===== config.mk =====
export PLATFORM = sky130hd
export DESIGN_NAME = bpw_stall_watchdog
export DESIGN_NICKNAME = d
export VERILOG_FILES = /design/src/rtl/bpw_pkg.sv /design/src/rtl/bpw_prescaler.sv /design/src/rtl/bpw_countdown.sv /design/src/rtl/bpw_arm_ctrl.sv /design/src/rtl/bpw_stall_watchdog.sv
export SDC_FILE = /design/constraint.sdc
export NUM_CORES = 1
export LEC_CHECK = 0
export ABC_AREA = 0
export CORE_UTILIZATION = 40
export CTS_CLUSTER_DIAMETER = 100
export DETAILED_ROUTE_END_ITERATION = 7
export PLACE_DENSITY = 0.67
export SYNTH_ARGS = -nofsm -noshare
export SYNTH_HDL_FRONTEND = slang
export SYNTH_SLANG_ARGS = --single-unit

===== constraint.sdc =====
create_clock -name clk -period 6 [get_ports clk]
set_input_delay 0.6 -clock clk [delete_from_list [all_inputs] [get_ports clk]]
set_output_delay 0.6 -clock clk [all_outputs]
set_load 0.1 [all_outputs]

===== src/rtl/bpw_pkg.sv =====
package bpw_pkg;
    localparam int PREDIV_W = 12;
    localparam int LIMIT_W  = 12;

    typedef enum logic [1:0] {
        WD_IDLE  = 2'd0,
        WD_RUN   = 2'd1,
        WD_SPENT = 2'd2
    } wd_state_e;

    typedef struct packed {
        wd_state_e state;
        logic      pulse;
    } ctrl_regs_t;
endpackage


===== src/rtl/bpw_prescaler.sv =====
module bpw_prescaler #(
    parameter int W = 12
) (
    input  logic         clk,
    input  logic         rst_n,
    input  logic         load,
    input  logic         run,
    input  logic [W-1:0] div,
    output logic         tick
);
    typedef struct packed {
        logic [W-1:0] cnt;
    } pre_regs_t;

    pre_regs_t st_d, st_q;

    always_comb begin
        st_d = st_q;
        tick = 1'b0;
        if (load) begin
            st_d.cnt = div;
        end else if (run) begin
            if (st_q.cnt == '0) begin
                tick     = 1'b1;
                st_d.cnt = div;   // divider is re-read at every tick
            end else begin
                st_d.cnt = st_q.cnt - 1'b1;
            end
        end
    end

    always_ff @(posedge clk or negedge rst_n) begin
        if (!rst_n) st_q <= '0;
        else        st_q <= st_d;
    end
endmodule


===== src/rtl/bpw_countdown.sv =====
module bpw_countdown #(
    parameter int W = 12
) (
    input  logic         clk,
    input  logic         rst_n,
    input  logic         load,
    input  logic         tick,
    input  logic [W-1:0] limit,
    output logic         expire
);
    typedef struct packed {
        logic [W-1:0] cnt;
    } cd_regs_t;

    cd_regs_t st_d, st_q;

    always_comb begin
        st_d   = st_q;
        expire = tick && (st_q.cnt <= W'(1));
        if (load) begin
            st_d.cnt = limit;
        end else if (tick && !expire) begin
            st_d.cnt = st_q.cnt - 1'b1;
        end
    end

    always_ff @(posedge clk or negedge rst_n) begin
        if (!rst_n) st_q <= '0;
        else        st_q <= st_d;
    end
endmodule


===== src/rtl/bpw_arm_ctrl.sv =====
module bpw_arm_ctrl
    import bpw_pkg::*;
(
    input  logic      clk,
    input  logic      rst_n,
    input  logic      stall_cond,
    input  logic      progress,
    input  logic      expire,
    output logic      load,
    output logic      run,
    output logic      pulse,
    output wd_state_e state
);
    ctrl_regs_t st_d, st_q;
    logic       hold;

    always_comb begin
        st_d       = st_q;
        st_d.pulse = 1'b0;
        load       = 1'b0;
        run        = 1'b0;
        hold       = stall_cond && !progress;
        unique case (st_q.state)
            WD_IDLE: begin
                if (hold) begin
                    load       = 1'b1;
                    st_d.state = WD_RUN;
                end
            end
            WD_RUN: begin
                if (!hold) begin
                    st_d.state = WD_IDLE;
                end else begin
                    run = 1'b1;
                    if (expire) begin
                        st_d.state = WD_SPENT;
                        st_d.pulse = 1'b1;
                    end
                end
            end
            WD_SPENT: begin
                if (!hold) st_d.state = WD_IDLE;
            end
            default: st_d.state = WD_IDLE;
        endcase
    end

    always_ff @(posedge clk or negedge rst_n) begin
        if (!rst_n) st_q <= '{state: WD_IDLE, pulse: 1'b0};
        else        st_q <= st_d;
    end

    assign pulse = st_q.pulse;
    assign state = st_q.state;
endmodule


===== src/rtl/bpw_stall_watchdog.sv =====
module bpw_stall_watchdog
    import bpw_pkg::*;
#(
    parameter int PREDIV_BITS = PREDIV_W,
    parameter int LIMIT_BITS  = LIMIT_W
) (
    input  logic                   clk,
    input  logic                   rst_n,
    input  logic                   cfg_enable,
    input  logic [PREDIV_BITS-1:0] cfg_prediv,
    input  logic [LIMIT_BITS-1:0]  cfg_limit,
    input  logic                   data_pending,
    input  logic                   sink_ready,
    input  logic                   xfer_fire,
    output logic                   stall_timeout
);
    logic      stall_cond;
    logic      tmr_load;
    logic      tmr_run;
    logic      pre_tick;
    logic      cnt_expire;
    wd_state_e ctrl_state;

    // A stall exists while bytes remain, the sink refuses them and the
    // watchdog is switched on.
    assign stall_cond = cfg_enable && data_pending && !sink_ready;

    bpw_arm_ctrl u_ctrl (
        .clk        (clk),
        .rst_n      (rst_n),
        .stall_cond (stall_cond),
        .progress   (xfer_fire),
        .expire     (cnt_expire),
        .load       (tmr_load),
        .run        (tmr_run),
        .pulse      (stall_timeout),
        .state      (ctrl_state)
    );

    bpw_prescaler #(.W(PREDIV_BITS)) u_pre (
        .clk   (clk),
        .rst_n (rst_n),
        .load  (tmr_load),
        .run   (tmr_run),
        .div   (cfg_prediv),
        .tick  (pre_tick)
    );

    bpw_countdown #(.W(LIMIT_BITS)) u_cnt (
        .clk    (clk),
        .rst_n  (rst_n),
        .load   (tmr_load),
        .tick   (pre_tick),
        .limit  (cfg_limit),
        .expire (cnt_expire)
    );
endmodule


# Word-level counts from Yosys, hierarchy flattened
# Index checks and enable logic that the tools add are counted.
[op_classes]
add_sub_neg = 2
n_eq_ne = 5
order_cmp = 1
n_reduce_logical = 13
mux = 18
[op_table]
columns = ["operator", "n"]
rows = [
  ["$mux W12", 5],
  ["$sub A12 B1 Y12 const B", 2],
  ["$le A12 B1 Y1 const B", 1],
  ["$logic_not A12 Y1", 1],
  ["$mux W1", 8],
  ["$mux W2", 3],
  ["$pmux W2 S3", 1],
  ["$logic_and A1 B1 Y1", 5],
  ["$reduce_bool A2 Y1", 2],
  ["$logic_not A1 Y1", 3],
  ["$mux W3", 1],
  ["$ne A3 B3 Y1 const B", 1],
  ["$reduce_and A3 Y1", 1],
  ["$eq A2 B1 Y1 const B", 1],
  ["$eq A2 B2 Y1 const B", 1],
  ["$logic_not A2 Y1", 1],
  ["$ne A2 B1 Y1 const B", 1],
  ["$ne A2 B2 Y1 const B", 1],
]
[totals]
reg_bits = 27
elab_cells = 43
inputBits = 30
output_inout_bits = 1

# Logic depth before layout (Yosys ltp)
[logic_depth]
ltp_word = 12
depth_mapped = 9

# Modules after synthesis
# From an unflattened synthesis, not the netlist that was laid out.
[unflattened]
hier_cells = 201
hier_area_um2 = 1793.0
[by_module_without_submodules]
columns = ["module", "cells_per_inst", "area_per_inst_um2", "instances", "seq_area_each_um2"]
rows = [
  ["bpw_prescaler", 101, 848.3, 1, 300.3],
  ["bpw_countdown", 85, 793.3, 1, 300.3],
  ["bpw_arm_ctrl", 14, 142.6, 1, 75.1],
  ["bpw_stall_watchdog", 1, 8.8, 1, 0.0],
]

# Worst setup path before layout
# No wires, ideal clock.
[synth_path]
kind = "reg-to-reg"
from = "register u_pre.st_q[7] in the netlist's numbering"
to = "register u_cnt.st_q[3] in the netlist's numbering"
required_time_ns = 5.918
path_slack_ns = 3.372
setup_time_ns = 0.082
stages_incl_launch_ff = 8
synth_period_minus_slack_ns = 2.628
arrival_ns = 2.546
cell_sequence = "dfrtp_1 or4_4 or4_1 buf_2 or3_4 buf_6 or3_1 a31oi_1"
[synth_between]
elab_chain_len = 8
[synth_lines]
columns = ["element", "line", "source"]
rows = [
  ["from (decl)", "bpw_prescaler.sv:15", "pre_regs_t st_d, st_q;"],
  ["from (signal assigned)", "bpw_prescaler.sv:34", "else st_q <= st_d;"],
  ["$logic_not A12 Y1 *", "bpw_prescaler.sv:23", "if (st_q.cnt == '0) begin"],
  ["$mux W1 *", "bpw_prescaler.sv:23", ""],
  ["$mux W1 *", "bpw_prescaler.sv:22", "end else if (run) begin"],
  ["$mux W1 *", "bpw_prescaler.sv:20", "if (load) begin"],
  ["$logic_and A1 B1 Y1", "bpw_countdown.sv:19", "expire = tick && (st_q.cnt <= W'(1));"],
  ["$logic_not A1 Y1", "bpw_countdown.sv:22", "end else if (tick && !expire) begin"],
  ["$logic_and A1 B1 Y1 *", "bpw_countdown.sv:22", ""],
  ["$reduce_bool A2 Y1 (no source line) *", "n/a", ""],
  ["to (signal assigned)", "bpw_countdown.sv:29", "else st_q <= st_d;"],
  ["to (decl)", "bpw_countdown.sv:15", "cd_regs_t st_d, st_q;"],
]
# Every way passes the cells marked *; elsewhere a longest branch is shown, timed or not.
# A chain may end at the register's enable or synchronous reset.

# Final worst setup path
[layout_path]
from = "register u_pre.st_q[7] in the netlist's numbering"
to = "register u_cnt.st_q[7] in the netlist's numbering"
# The elaborated chain is that of the path after synthesis.

==> summary.md <==
| Metric | Value |
|---|---|
| Minimum clock period | `roughly 2.8 ns` |
| Top post-synthesis cells by area | `dfrtp_1 (40%), nand2_1 (3.8%), nor2_1 (3.8%), a21oi_1 (3.6%), nor3_1 (3.6%)` |
| Worst reg2reg startpoint | `u_pre.st_q[7]` |
| GR Overflow Total | `0` |
| Die height | `66.9 um` |
| Number of vias per cell | `5.68` |
| Ys async rst share | `100%` |
| Leakage | `0.817 nW` |
| Finish-stage setup viols | `0` |
| Maximum VDD drop | `around 100 uV` |
| Dominant cell type by area after synthesis | `dfrtp_1` |
| DRC | `0` |
| Final Hold Viols | `0` |
| Setup_tns | `0 ns` |
| Clk_lat worst skew | `0.28 ns` |
| Pre-CTS setup slack | `3.17 ns` |
| Power Dens Cells | `about 230 nW/um^2` |
| Final Skew | `about 0.004 ns` |
| Max Slew Vio Count | `0` |
| Die span in x | `between 60 and 70 um` |
| Initial antenna violation count | `0` |
| FF-to-FF setup slack | `3.24 ns` |
| #FFs+latches synth | `27` |
| CP endpoint kind | `flip-flop` |
| Core region area | `4030 um^2` |
| Resized cells post-CTS | `0` |
| Clk buf depth | `2` |
| Synth Warn # | `0` |
| Slew headroom | `31.8%` |
| Syn Area/Cell | `8.74 um^2` |
| Area growth syn-to-layout | `23.0%` |
| Via count | `1546` |
| Drt pass-1 iters | `4` |
| CP arrival | `2.98 ns` |
| Placer's final routability congestion estimate | `0.840` |
| CTS H-tree depth | `1` |
| First-pass GRT wire length | `between 6000 and 7000 um` |
| Max FO, Critical Path | `13` |
| Post-Syn Area | `1690 um^2` |
| Top cell type's share of synthesized area | `between 40% and 50%` |
| Most frequent cells after synthesis | `dfrtp_1 (27), nand2_1 (17), nor2_1 (17), a21oi_1 (12), nor3_1 (12)` |
| Placed instance area | `2030 um^2` |
| HP Class | `reg -> reg` |
| Hpwl dp | `about 2800 um` |
| CTS Buf Count | `3` |
| Global-route usage over all layers | `19.4%` |
| Initial Util | `41.9%` |
| Startpoint Class | `flip-flop` |
| Post-route setup slack | `roughly 3.2 ns` |
| Power, Total | `0.000484 W` |
| Post-CTS Hold Buffers | `0` |
| Share of post-route cells with drive strength above 1 | `6.76%` |
| Post-synth EDFFs | `0` |
| Root Buffer | `clkbuf_8` |
| Max-Cap Viols | `0` |
| Routed Antenna Nets | `0` |
| Die area | `4480 um^2` |
| FF-to-FF End | `u_cnt.st_q[7]` |
| CTS clk-pin slew, worst paths | `0.10 ns` |
| Row count | `23` |
| Yosys cell types | `50` |
| Initial DRC Count | `128` |
| Cell with the most instances after synthesis | `dfrtp_1` |
| # IOs | `31` |
| Status | `finished, final reports clean` |
| CTS tree | `yes` |
| Port bufs | `30` |
| Ys flop type | `dfrtp_1` |
| Post-route cell area | `2070 um^2` |
| WL per Instance | `14.5 um` |
| Reg2Reg Depth | `5` |
| Sink Count | `27` |
| Vias in the first global route | `1414` |
| Worst-margin pin slew | `1.02 ns` |
| Worst Path Required | `around 6.2 ns` |
| Critical Path Source | `u_pre.st_q[7]` |
| Post-Syn Nets | `227` |
| Period utilisation layout | `a little under half` |
| Post-synthesis cell count | `193` |
| Seq/Total Area, Yosys | `40.1%` |
| RSZ-0062 raised after global routing | `false` |
| Crit Path Class | `reg -> reg` |
| Worst Setup EP | `u_cnt.st_q[7]` |
| N_diodes | `0` |
| Fmax | `362 MHz` |
| Detailed Route WL | `around 4000 um` |
| Pin count of the biggest net entering global routing | `28` |
| Setup Fix Bufs, Post-CTS | `0` |
| Final net count | `257` |
## logic make-up (layout without fill, tap and decap cells)
| group | after synthesis | after routing | synth area share, % |
|---|---|---|---|
| multiplexers | 4 | 4 | 2.37 |
| adder cells (fa/ha/maj) | 4 | 4 | 2.97 |
| XOR/XNOR | 5 | 5 | 2.60 |
| flip-flops | 27 | 27 | 40.1 |
| buffers and inverters | 16 | 45 | 4.38 |
| AND/OR/NAND/NOR | 87 | 87 | 28.6 |
| AO/OA/AOI/OAI | 50 | 50 | 19.1 |
## placed cells by master (no fill, tap or decap), types with 2 or more instances in the layout
cell             instances
a211oi_1                 2
a21oi_1                 12
a2bb2oi_1                2
a31oi_1                  4
buf_4                    2
clkbuf_8                 3
clkdlybuf4s50_1         30
dfrtp_1                 27
ha_1                     4
inv_1                    9
mux2i_1                  4
nand2_1                 17
nand3_1                  9
nand4_1                  2
nor2_1                  17
nor3_1                  11
nor4_1                   7
o211ai_1                 3
o21ai_0                 10
o21ai_1                  3
o22ai_1                  3
o311ai_1                 2
o31a_1                   2
or3_1                    3
or4_1                    5
xnor2_1                  3
xor2_1                   2
## registers in the layout, indices dropped and copies added, names as in the netlist
signal        cells
u_ctrl.state      2
u_ctrl.pulse      1
u_cnt.st_q       12
u_pre.st_q       12
## per-stage QoR
step	hold WS, ns	instances	util, %
global route	0.615	272	51.5
CTS	0.568	272	51.5
global placement	0.545	268	50.4
floorplan	0.304	193	-
finish	0.563	272	51.5
detailed placement	0.544	268	50.4
## power breakdown
group | switching (W) | total [W] | internal (W)
clock | 0.0000595 | 0.000107 | 0.0000477
sequential | 0.0000389 | 0.000255 | 0.000216
combinational | 0.0000579 | 0.000122 | 0.0000645
total | 0.000156 | 0.000484 | 0.000328
## critical path, stage by stage, from the launching register on
cell     delay (ns)
dfrtp_1        0.44
or4_4          0.59
or4_1          0.67
or3_4          0.50
or4_1          0.41
nand3_1        0.09
## worst min path at each step
stage | startpoint | end | slack (ns) | cells after the start
final | u_pre.st_q[3] | u_pre.st_q[3] | 0.56 | 2
after global routing | u_pre.st_q[11] | u_pre.st_q[11] | 0.62 | 1
after CTS | u_pre.st_q[3] | u_pre.st_q[3] | 0.57 | 2
after detailed placement | u_pre.st_q[3] | u_pre.st_q[3] | 0.54 | 2
after global placement | u_pre.st_q[3] | u_pre.st_q[3] | 0.54 | 2
after floorplan | rst_n | u_cnt.st_q[0] | 0.30 | 0
## layout make-up
class | instances | area, um^2
inverters | 9 | 33.8
repair buffers | 32 | 315
flip-flops and latches | 27 | 676
clock buffers | 4 | 45.0
well taps | 50 | 62.6
multi-input cells | 150 | 942
fillers | 404 | 1950
## metal layers
| layer | part of all wire [%] | GRT usage [%] | wire, um | vias up |
|---|---|---|---|---|
| met4 | 0.46 | 4.79 | 18 | 0 |
| li1 | - | - | - | 779 |
| met1 | 51 | 28.7 | 2010 | 725 |
| met3 | 4.5 | 2.74 | 176 | 2 |
| met2 | 44 | 29.0 | 1730 | 40 |
| met5 | 0 | 0 | 0 | - |
(Power assumes the default switching activity.)
